==> config.mk <==
export PLATFORM = sky130hd
export DESIGN_NAME = vec_intc
export DESIGN_NICKNAME = d
export VERILOG_FILES = /design/src/rtl/vec_intc.sv
export SDC_FILE = /design/constraint.sdc
export NUM_CORES = 1
export LEC_CHECK = 0
export ABC_AREA = 1
export BUFFER_PORTS_ARGS = -buffer_cell sky130_fd_sc_hd__buf_2
export CAP_MARGIN = 20
export CORE_UTILIZATION = 42
export DETAILED_ROUTE_END_ITERATION = 10
export PLACE_DENSITY = 0.62
export SKIP_CTS_REPAIR_TIMING = 1
export SLEW_MARGIN = 25
export SYNTH_ARGS = -nofsm -noshare
export SYNTH_HDL_FRONTEND = slang
export SYNTH_SLANG_ARGS = --single-unit
==> constraint.sdc <==
create_clock -name clk -period 3.7 [get_ports clk]
set_clock_uncertainty 0.05 [all_clocks]
set_input_delay 0.37 -clock clk [delete_from_list [all_inputs] [get_ports clk]]
set_output_delay 0.37 -clock clk [all_outputs]
set_load 0.02 [all_outputs]
==> src/rtl/vec_intc.sv <==
module vec_intc #(
  parameter int          NSRC      = 32,
  parameter int          DW        = 32,
  parameter logic [31:0] EDGE_MASK = 32'h0
) (
  input  logic            clk,
  input  logic            rst_n,
  input  logic [NSRC-1:0] irq_in,
  input  logic            bus_wr,
  input  logic [2:0]      bus_addr,
  input  logic [DW-1:0]   bus_wdata,
  output logic [DW-1:0]   bus_rdata,
  output logic            irq_out
);

  localparam logic [2:0] A_STAT = 3'd0;
  localparam logic [2:0] A_PEND = 3'd1;
  localparam logic [2:0] A_EN   = 3'd2;
  localparam logic [2:0] A_ACK  = 3'd3;
  localparam logic [2:0] A_SET  = 3'd4;
  localparam logic [2:0] A_CLR  = 3'd5;
  localparam logic [2:0] A_VEC  = 3'd6;
  localparam logic [2:0] A_MCTL = 3'd7;
  localparam logic [NSRC-1:0] KIND = EDGE_MASK[NSRC-1:0];

  logic [NSRC-1:0] stat_q, stat_d, en_q, en_d, prev_q, pend;
  logic [NSRC-1:0] lvl_hi, edge_rise, wdat;
  logic [1:0]      mctl_q;
  logic [DW-1:0]   vec;

  assign wdat      = bus_wdata[NSRC-1:0];
  assign lvl_hi    = irq_in & ~KIND;
  assign edge_rise = irq_in & ~prev_q & KIND;
  assign pend      = stat_q & en_q;
  assign irq_out   = mctl_q[0] & (|pend);

  always_comb begin
    stat_d = stat_q;
    if (bus_wr && bus_addr == A_ACK) stat_d = stat_q & ~wdat;
    if (bus_wr && bus_addr == A_STAT && !mctl_q[1]) stat_d = wdat;
    if (mctl_q[1]) stat_d = stat_d | lvl_hi | edge_rise;
  end

  always_comb begin
    en_d = en_q;
    if (bus_wr) begin
      case (bus_addr)
        A_EN:    en_d = wdat;
        A_SET:   en_d = en_q | wdat;
        A_CLR:   en_d = en_q & ~wdat;
        default: en_d = en_q;
      endcase
    end
  end

  always_comb begin
    vec = '1;
    for (int i = NSRC - 1; i >= 0; i--)
      if (pend[i]) vec = DW'(i);
  end

  always_ff @(posedge clk) begin
    if (!rst_n) begin
      stat_q <= '0;
      en_q   <= '0;
      prev_q <= '0;
      mctl_q <= '0;
    end else begin
      stat_q <= stat_d;
      en_q   <= en_d;
      prev_q <= irq_in;
      if (bus_wr && bus_addr == A_MCTL) mctl_q <= bus_wdata[1:0];
    end
  end

  always_comb begin
    bus_rdata = '0;
    case (bus_addr)
      A_STAT:  bus_rdata = DW'(stat_q);
      A_PEND:  bus_rdata = DW'(pend);
      A_EN:    bus_rdata = DW'(en_q);
      A_VEC:   bus_rdata = vec;
      A_MCTL:  bus_rdata = DW'(mctl_q);
      default: bus_rdata = '0;
    endcase
  end

  AST_LEVEL_CAPTURE: assert property (@(posedge clk) disable iff (!rst_n)
    (mctl_q[1] && |lvl_hi) |=> ((stat_q & $past(lvl_hi)) == $past(lvl_hi)));

  AST_EDGE_CAPTURE: assert property (@(posedge clk) disable iff (!rst_n)
    (mctl_q[1] && |edge_rise) |=> ((stat_q & $past(edge_rise)) == $past(edge_rise)));

  AST_NO_CAPTURE_OFF: assert property (@(posedge clk) disable iff (!rst_n)
    (!mctl_q[1] && !(bus_wr && (bus_addr == A_STAT || bus_addr == A_ACK)))
    |=> (stat_q == $past(stat_q)));

  AST_ACK_CLEARS: assert property (@(posedge clk) disable iff (!rst_n)
    (bus_wr && bus_addr == A_ACK && !mctl_q[1])
    |=> ((stat_q & $past(bus_wdata[NSRC-1:0])) == '0));

  AST_STATUS_LOCK: assert property (@(posedge clk) disable iff (!rst_n)
    (bus_wr && bus_addr == A_STAT && mctl_q[1])
    |=> (($past(stat_q) & ~stat_q) == '0));

  AST_VEC_EMPTY: assert property (@(posedge clk) disable iff (!rst_n)
    (stat_q & en_q) == '0 |-> (vec == '1));

  AST_IRQ_GATED: assert property (@(posedge clk) disable iff (!rst_n)
    irq_out |-> (mctl_q[0] && vec != '1));

endmodule

==> After elaboration in Yosys (flattened, before gate mapping) <==
Index checks and enable logic that the tools add are counted.
W data, S select, Z words.
{ "totals": {"ff_bits": 66, "latch_bits": 0, "ram_bits": 0, "mem_bits_ro": 0, "out_inout_bits": 33, "wordCells": 63, "mem_count": 0} }
{ "classes": {"add_sub_neg": 0, "multipliers": 0, "n_div": 0, "order_cmp": 0, "n_eq_ne": 7, "n_shift": 0, "n_mux": 37, "bitwise": 7, "reduce_logical": 9} }
{ "op_table": {"columns": ["operator", "count"], "rows": [
  ["$mux W32", 35],
  ["$pmux W32 S5", 1],
  ["$and A32 B32 Y32", 3],
  ["$pmux W32 S3", 1],
  ["$or A32 B32 Y32", 2],
  ["$not A32 Y32", 1],
  ["$reduce_or A32 Y1", 1],
  ["$eq A3 B3 Y1 const B", 4],
  ["$eq A3 B2 Y1 const B", 2],
  ["$logic_and A1 B1 Y1", 4],
  ["$eq A3 B1 Y1 const B", 1],
  ["$logic_not A3 Y1", 1],
  ["$reduce_bool A3 Y1", 1],
  ["$reduce_and A2 Y1", 1],
  ["$and A1 B1 Y1", 1],
  ["$logic_not A1 Y1", 1]
]} }

==> Logic depth before layout (Yosys ltp) <==
Gate-level depths: netlist (run 1).
{ "depth": {"word_depth": 34, "ltp_mapped": 33, "depth_no_buf": 33} }

==> Worst setup path before layout (run 1) <==
OpenSTA, ideal clock, no wires.
{ "synth_timing": {"kind": "register to output", "from": "register stat_q[30]", "to": "output bus_rdata[0]", "arrival_ns": 1.847, "t_required_ns": 3.280, "setup_slack_ns": 1.433, "stages_incl_launch_ff": 34, "path_buffers": 0, "path_cell_list": "dfxtp_1 nand2_2 inv_2 nand2_1 nand2_1 nand2_1 nand2_1 nand2_1 nand2_1 nand2_1 nand2_1 nand2_1 nand2_1 nand2_1 nand2_1 nand2_1 nand2_1 nand2_1 nand2_1 nand2_1 nand2_1 nand2_1 nand2_1 nand2_1 nand2_1 nand2_1 nand2_1 nand2_1 nand2_1 nand2_1 nand2_1 nand2_1 nand2_1 nand2_1"} }
{ "synth_via": {"elab_chain_cells": 33} }
{ "synth_rtl": {"columns": ["item", "line", "source"], "rows": [
  ["start, declared", "26", "logic [NSRC-1:0] stat_q, stat_d, en_q, en_d, prev_q, pend;"],
  ["start signal, assigned", "69", "stat_q <= stat_d;"],
  ["$and A32 B32 Y32", "34", "assign pend = stat_q & en_q;"],
  ["$mux W32 (31 in a row)", "59", "if (pend[i]) vec = DW'(i);"],
  ["$pmux W32 S5", "78", "case (bus_addr)"],
  ["end, declared", "12", "output logic [DW-1:0] bus_rdata,"]
]} }
No other way between the ends.

==> Worst setup path in the final report (run 1) <==
{ "layout_timing": {"from": "register en_q[30]", "to": "output bus_rdata[0]"} }
{ "layout_via": {"elab_chain_cells": 33} }
{ "layout_rtl": {"columns": ["item", "line", "source"], "rows": [
  ["start, declared", "26", null],
  ["start signal, assigned", "70", "en_q <= en_d;"],
  ["$and A32 B32 Y32", "34", null],
  ["$mux W32 (31 in a row)", "59", null],
  ["$pmux W32 S5", "78", null]
]} }
No other way between the ends.

==> flow_metrics.tcl, run 1 <==
set metrics [dict create \
    status "finished clean" \
    r2r_slack_ns 2.03 \
    layout-drive-gt1-share 0.196 \
    final_max_slew_viol_count 0 \
    power_w 0.00165 \
    synth_cell_types 21 \
    seq_area_frac_synth 0.330 \
    place.gp.congestion 0.854 \
    max_freq_ghz 0.341 \
    grt_pass1_vias 4349 \
    hp-class "primary input to flip-flop" \
    synth_warnings 0 \
    tns_ns 0 \
    cts_buffer_depth 2 \
    setup_violations 0 \
    num_rows 35 \
    crit_start "en_q[30]" \
    timing.critical_path.mode_cell "nand2_1" \
    cp_max_fo 3 \
    clockRootBuffer "clkbuf_8" \
    rsz0062_at_grt "no" \
    dp_slack_ns 1.14 \
    slew_headroom 0.418 \
    slowest_delay_ns 0.38 \
    wl_per_cell_um 15.3 \
    ir_drop_uv 207 \
    hp-start "bus_wdata[25]" \
    grt_max_degree 45 \
    fill_cells 979 \
    power_density_nw_per_um2 340 \
    die_h_um 99.7 \
    die-width_um 99.7 \
    antenna_found_initial 0 \
    cts.reportedPaths.clkPinSlew_ns 0.08 \
    io_pins 103 \
    hold_violations 0 \
    nets 804 \
    clk_latency_ns 0.33 \
    required_ns 3.28 \
    start_util 0.434 \
    tightest_slew_ns 0.873 \
    syn_inst 646 \
    cts.sinks 66 \
    core_um2 9240 \
    drt_first_pass_iters 5 \
    remaining_drc_errors 0 \
    fin_hold_ws_ns 0.238 \
    drt_iter0_markers 289 \
    postRouteAntennaNets 0 \
    htree_levels 3 \
    globalRouteOverflowTotal 0 \
    cts_buffers 9 \
    synth_area_per_cell_um2 6.20 \
    placed_cells 852 \
    die_area_um2 9930 \
    dp_hpwl_um 8790 \
    min_period_over_period 0.792 \
    syn_area_um2 4010 \
    fin_cells 868 \
    port_buffers 102 \
    cpMaxStageDelayCell "dfxtp_1" \
    worst-setup-path-type "flip-flop to output pin" \
    fin_ws_ns 0.771 \
    area_growth_pct 20.7 \
    end_kind "output pin" \
    synth-seq-cells 66 \
    cp-start-kind "flip-flop" \
    cts_tree "yes" \
    fin_crit_ns 2.93 \
    diodes 0 \
    leakagePower_nw 2.26 \
    viasPerCell 5.45 \
    reg2reg_from "mctl_q[1]" \
    grt_usage 0.271 \
    vias 4733 \
    syn-num-nets 716 \
    drt-total-wl_um 13300 \
    critPathArrivalTime_ns 2.51 \
    grt_pass1_wl_um 21400 \
    drv_cap 0 \
]
## through the flow
stage                     utilization  cell area, um^2
after global routing            0.523             4840
final                           0.523             4840
after CTS                       0.523             4840
after floorplan                     -             4010
after detailed placement        0.503             4650
after global placement          0.503             4650
## cell usage after synthesis
master / number / area [um^2]
inv_2: 3 / 11.3
nor3_1: 5 / 25.0
nand4_1: 1 / 6.26
nand2_1: 206 / 773
o221ai_1: 1 / 8.76
dfxtp_1: 66 / 1320
nor2_1: 64 / 240
a31oi_1: 33 / 206
o31ai_1: 2 / 15.0
o22ai_1: 17 / 106
nand2_2: 4 / 25.0
nand3_1: 5 / 25.0
a21oi_1: 54 / 270
o21ai_1: 1 / 5.00
nand2_4: 3 / 33.8
o211ai_1: 33 / 248
a221oi_1: 15 / 131
inv_1: 59 / 221
o21ai_0: 34 / 170
clkbuf_1: 38 / 143
nor3_2: 2 / 20.0
## cell usage in the layout (no fill, tap or decap), types with 2 or more instances in the layout
cell type | netlist | layout
nand2_1 | 206 | 206
buf_2 | 0 | 102
dfxtp_1 | 66 | 66
nor2_1 | 64 | 64
inv_1 | 59 | 59
a21oi_1 | 54 | 53
o21ai_0 | 34 | 34
a31oi_1 | 33 | 33
o211ai_1 | 33 | 33
o22ai_1 | 17 | 17
a221oi_1 | 15 | 15
buf_4 | 0 | 13
clkbuf_8 | 0 | 9
nand3_1 | 5 | 5
nand2_2 | 4 | 4
nor3_1 | 5 | 4
clkinv_2 | 0 | 4
nand2_4 | 3 | 3
inv_2 | 3 | 3
nor3_2 | 2 | 2
o31ai_1 | 2 | 2
## per-layer routing
metal | share of wire | GRT usage
met2 | 0.46 | 0.446
met5 | 0 | 0
met1 | 0.47 | 0.363
met3 | 0.052 | 0.0372
met4 | 0.017 | 0.0973
## critical path, delay by kind of cell, from the launching register on
kind,cells,cell delay [ns]
buffers and inverters,2,0.21
and+or+nand+nor,32,1.58
DFF,1,0.38
## path summary, 6_finish.rpt
path | depth (start not counted) | to
max reg2reg | 4 | stat_q[30]
min | 3 | en_q[25]
max | 34 | bus_rdata[0]
min reg2reg | 2 | en_q[15]
## registers in the layout (all words and copies together) (netlist names)
name and count:
en_q 32, mctl_q 2, stat_q 32
## power by group
| group | switching (W) | internal [W] |
|---|---|---|
| Combinational | 0.000184 | 0.0000942 |
| Sequential | 0.0000255 | 0.000740 |
| Clock | 0.000296 | 0.000307 |
## logic make-up (layout without fill, tap and decap cells)
| family | count (synthesis) | count (layout) | synth area share |
|---|---|---|---|
| compound gates | 190 | 190 | 0.290 |
| buf+inv | 100 | 193 | 0.0937 |
| flops | 66 | 66 | 0.330 |
| simple gates | 290 | 290 | 0.287 |
## area by class of cell
class                   count  area, um^2  area share
flip-flops and latches     66        1320       0.273
well taps                 129         161      0.0334
inverters                  62         233      0.0481
repair buffers            115         608       0.126
multi-input cells         480        2330       0.481
clock buffers              10         128      0.0264
clock inverters             6        57.6      0.0119
Power figures use the tool's default switching activity.
==> inputs of run 2 (changes only) <==
==> constraint.sdc (replaced) <==
create_clock -name clk -period 2.9 [get_ports clk]
set_clock_uncertainty 0.05 [all_clocks]
set_input_delay 0.29 -clock clk [delete_from_list [all_inputs] [get_ports clk]]
set_output_delay 0.29 -clock clk [all_outputs]
set_load 0.02 [all_outputs]
==> run 2 against run 1 <==
  * Register-to-register slack got worse by 0.75 ns
  * Highest routed layer unchanged
  * First-iteration DRC count fell by 20%
  * Sequential power rose by 28%
  * Non-clock buffer count is 6 higher
  * Clock power up 36%
  * Sequential cell count stayed put
  * Critical path depth stayed put
  * Largest cell class unchanged
  * Critical path type unchanged
  * Setup slack lost 0.72 ns
  * Combinational power up 29%
==> flow_metrics.tcl, run 2 (same netlist as run 1, synthesis figures left out) <==
set metrics [dict create \
    layout-drive-gt1-share 0.204 \
    htree_levels 3 \
    drt_iter0_markers 231 \
    io_pins 103 \
    post-route-util 0.533 \
    slowest_delay_ns 0.35 \
    nets 810 \
    final_cell_mix "nand2_1, buf_2, nor2_1, dfxtp_1, inv_1" \
    min_period_over_period 0.983 \
    end_kind "output pin" \
    num_rows 35 \
    cp-start-kind "flip-flop" \
    critPathArrivalTime_ns 2.51 \
    dp_slack_ns 0.395 \
    start_util 0.434 \
    hp-start "irq_in[17]" \
    globalRouteOverflowTotal 0 \
    timing.critical_path.mode_cell "nand2_1" \
    viasPerCell 5.42 \
    grt_pass1_wl_um 21100 \
    cts.reportedPaths.clkPinSlew_ns 0.07 \
    final_common_cell "nand2_1" \
    dpl_cell_area_um2 4700 \
    fin_hold_ws_ns 0.161 \
    die-width_um 99.7 \
    diodes 0 \
    fin_ws_ns 0.0500 \
    grt_usage 0.269 \
    wl_per_cell_um 14.8 \
    clockRootBuffer "clkbuf_8" \
    area_growth_pct 22.9 \
    place.gp.congestion 0.881 \
    port_buffers 102 \
    antenna_found_initial 0 \
    reg2reg_from "mctl_q[1]" \
    max_freq_ghz 0.351 \
    cpMaxStageDelayCell "dfxtp_2" \
    cts_buffers 9 \
    slew_headroom 0.512 \
    postRouteAntennaNets 0 \
    path_delay_family "simple AND/OR/NAND/NOR gates" \
    cts_buffer_depth 2 \
    hold_violations 0 \
    status "finished clean" \
    tightest_slew_ns 0.732 \
    rsz0062_at_grt "yes" \
    die_area_um2 9930 \
    die_h_um 99.7 \
    vias 4729 \
    crit_start "stat_q[30]" \
    remaining_drc_errors 0 \
    ir_drop_uv 187 \
    leakagePower_nw 2.30 \
    hp-class "primary input to flip-flop" \
    final_cell_area_um2 4920 \
    required_ns 2.56 \
    grt_pass1_vias 4313 \
    drv_cap 0 \
    cts.sinks 66 \
    cp_max_fo 3 \
    drt-total-wl_um 12900 \
    cts_tree "yes" \
    final_max_slew_viol_count 0 \
    worst-setup-path-type "flip-flop to output pin" \
    core_um2 9240 \
    setup_violations 0 \
    dp_hpwl_um 8720 \
    fin_crit_ns 2.85 \
    power_density_nw_per_um2 438 \
    clk_latency_ns 0.34 \
    grt_max_degree 65 \
    path_buf_inv 2 \
    top_regs "en_q (32), stat_q (32), mctl_q (2)" \
    drt_first_pass_iters 5 \
]
## run 2: changes by cell type in the layout (fill, tap and decap cells not counted), sizes merged
cell      previous run  this run
buf                115       121
clkbuf              10        13
clkinv               4         1
clkinvlp             1         0
## run 2: layout make-up
type / instances / area, um^2
Timing Repair Buffer: 121 / 672
Inverter: 62 / 233
Multi-Input combinational cell: 480 / 2330
Fill cell: 1003 / 4320
Clock buffer: 13 / 169
Tap cell: 129 / 161
Clock inverter: 2 / 35.0
Sequential cell: 66 / 1320
## run 2: metrics by stage
step / cells / total power, W / TNS, ns
floorplan: 646 / 0.00119 / 0
global placement: 857 / 0.00134 / 0
detailed placement: 857 / 0.00135 / 0
CTS: 872 / 0.00216 / -0.00708
global route: 873 / 0.00225 / -0.272
finish: 873 / 0.00215 / 0
## run 2: worst paths after layout
path / to / cells after the start / slack [ns]
hold / removal: stat_q[17] / 3 / 0.16
setup reg to reg: stat_q[4] / 4 / 1.28
setup / recovery: bus_rdata[0] / 34 / 0.05
hold reg to reg: en_q[13] / 2 / 0.44
## run 2: tightest hold or removal path, stage by stage
cell,delay (ns)
buf_2,0.09
nand2_1,0.05
a31oi_1,0.07
## run 2: routing by layer
metal	global-route usage	share of wire
met5	0	0
met4	0.0781	0.0097
met3	0.0288	0.055
met2	0.459	0.47
met1	0.357	0.46
## run 2: power breakdown
group	switching (W)	internal, W	leakage, nW	total, W
Sequential	0.0000317	0.000944	0.537	0.000976
Combinational	0.000232	0.000126	1.66	0.000359
Clock	0.000357	0.000463	0.106	0.000819
==> inputs of run 3 (changes only) <==
--- a/config.mk
+++ b/config.mk
@@ -6,11 +6,13 @@
 export NUM_CORES = 1
 export LEC_CHECK = 0
 export ABC_AREA = 1
-export BUFFER_PORTS_ARGS = -buffer_cell sky130_fd_sc_hd__buf_2
 export CAP_MARGIN = 20
 export CORE_UTILIZATION = 42
+export CTS_CLUSTER_SIZE = 25
 export DETAILED_ROUTE_END_ITERATION = 10
-export PLACE_DENSITY = 0.62
+export DONT_BUFFER_PORTS = 1
+export HOLD_SLACK_MARGIN = 0.08
+export PLACE_DENSITY = 0.52
 export SKIP_CTS_REPAIR_TIMING = 1
 export SLEW_MARGIN = 25
 export SYNTH_ARGS = -nofsm -noshare
==> run 3 against run 2 <==
  * Critical path type unchanged
  * Clock-buffer cell count did not move
  * Maximum frequency rose by 4.3%
  * Hold slack got worse by 0.098 ns
  * Combinational power fell by 5.6%
==> flow_metrics.tcl, run 3 (same netlist as run 1, synthesis figures left out) <==
set metrics [dict create \
    start_util 0.434 \
    switching_power_w 0.000606 \
    port_buffers 0 \
    p_clk_frac 0.386 \
    die_area_um2 9930 \
    placed_cells 753 \
    final_common_cell "nand2_1" \
    ir_drop_uv 279 \
    min_period_over_period 0.942 \
    critPathArrivalTime_ns 2.39 \
    swShare 0.283 \
    core_um2 9240 \
    fin_cells 825 \
    globalRouteOverflowTotal 0 \
    fin_hold_ws_ns 0.0631 \
    post-route-util 0.537 \
    wl_per_cell_um 16.5 \
    cp-start-kind "flip-flop" \
    cts.reportedPaths.clkPinSlew_ns 0.07 \
    grt_pass1_wl_um 20300 \
    timing.critical_path.mode_cell "nand2_1" \
    slowest_delay_ns 0.35 \
    p_int_w 0.00153 \
    status "finished clean" \
    htree_levels 3 \
    max_freq_ghz 0.366 \
    cts_buffers 9 \
    drt_first_pass_iters 4 \
    final_cell_mix "nand2_1, nor2_1, dfxtp_1" \
    power_density_nw_per_um2 431 \
    grt_usage 0.261 \
    end_kind "output pin" \
    tightest_slew_ns 0.835 \
    num_rows 35 \
    grt_pass1_vias 3994 \
    area_growth_pct 23.8 \
    vias 4580 \
    cts_buffer_depth 2 \
    antenna_found_initial 0 \
    top_regs "en_q (32), stat_q (32), mctl_q (2)" \
    cpMaxStageDelayCell "dfxtp_2" \
    pwr-share-seq 0.456 \
    hp-class "primary input to flip-flop" \
    grt_max_degree 41 \
    clockRootBuffer "clkbuf_8" \
    rsz0062_at_grt "yes" \
    io_pins 103 \
    cp_max_fo 3 \
    nets 762 \
    drt_iter0_markers 152 \
    p_comb_frac 0.159 \
    setup_violations 0 \
    remaining_drc_errors 0 \
    fin_crit_ns 2.73 \
    viasPerCell 5.55 \
    drv_cap 0 \
    fin_ws_ns 0.167 \
    cts_tree "yes" \
    place.gp.congestion 0.845 \
    layout-drive-gt1-share 0.0718 \
    slew_headroom 0.438 \
    diodes 0 \
    leakagePower_nw 2.08 \
    drt-total-wl_um 13600 \
    required_ns 2.56 \
    die_h_um 99.7 \
    worst-setup-path-type "flip-flop to output pin" \
    dp_hpwl_um 8440 \
    cts.sinks 66 \
    postRouteAntennaNets 0 \
    clk_latency_ns 0.33 \
    final_max_slew_viol_count 0 \
    hold_violations 0 \
    dp_slack_ns 0.452 \
    die-width_um 99.7 \
]
==> run 3: cell count changes in the layout (fill, tap and decap cells not counted) <==
cell	delta
buf_4	-3
dfxtp_2	+2
nand2_2	+1
buf_2	-101
buf_6	-1
nand2_1	-1
dfxtp_1	-2
dlygate4sd3_1	+57
==> run 3: area by class of cell <==
| cell class | instances | area (um^2) |
|---|---|---|
| inverter | 62 | 233 |
| sequential | 66 | 1330 |
| clock buffer | 13 | 169 |
| fill | 953 | 4280 |
| multi-input combinational | 480 | 2330 |
| timing repair buffer | 73 | 703 |
| clock inverter | 2 | 35.0 |
| tap | 129 | 161 |
==> run 3: routing by layer <==
layer | share of wire | GRT usage | wire length, um | up-vias
met5 | 0 | 0 | 0 | -
met4 | 0.0069 | 0.0645 | 94 | 0
met3 | 0.063 | 0.0611 | 858 | 7
met2 | 0.48 | 0.429 | 6510 | 128
met1 | 0.45 | 0.344 | 6170 | 2163
li1 | - | - | - | 2282
==> run 3: power by group through the flow <==
stage / registers (W) / clock network, W / logic (W)
floorplan: 0.000987 / 0 / 0.000201
global placement: 0.000993 / 0 / 0.000264
detailed placement: 0.000995 / 0 / 0.000268
CTS: 0.000973 / 0.000843 / 0.000268
global route: 0.000979 / 0.000873 / 0.000371
finish: 0.000975 / 0.000825 / 0.000339
==> run 3: stage by stage <==
step	instance area, um^2	power (W)	setup TNS (ns)
6_report	4960	0.00214	0
5_1_grt	4960	0.00222	-0.162
3_5_place_dp	4180	0.00126	0
3_3_place_gp	4180	0.00126	0
4_1_cts	4380	0.00208	0
2_1_floorplan	4010	0.00119	0
==> run 3: path summary, 6_finish.rpt <==
check	startpoint	end	slack (ns)	cells past startpoint
max	stat_q[30]	bus_rdata[0]	0.17	33
min	bus_wdata[1]	stat_q[1]	0.06	2
max reg2reg	mctl_q[1]	stat_q[29]	1.39	4
min reg2reg	en_q[4]	en_q[4]	0.44	2
==> run 3: critical path: cells and delay by family, from the launching register on <==
family,cells,cell delay (ns)
simple gates,32,1.65
buf+inv,1,0.04
flops,1,0.35
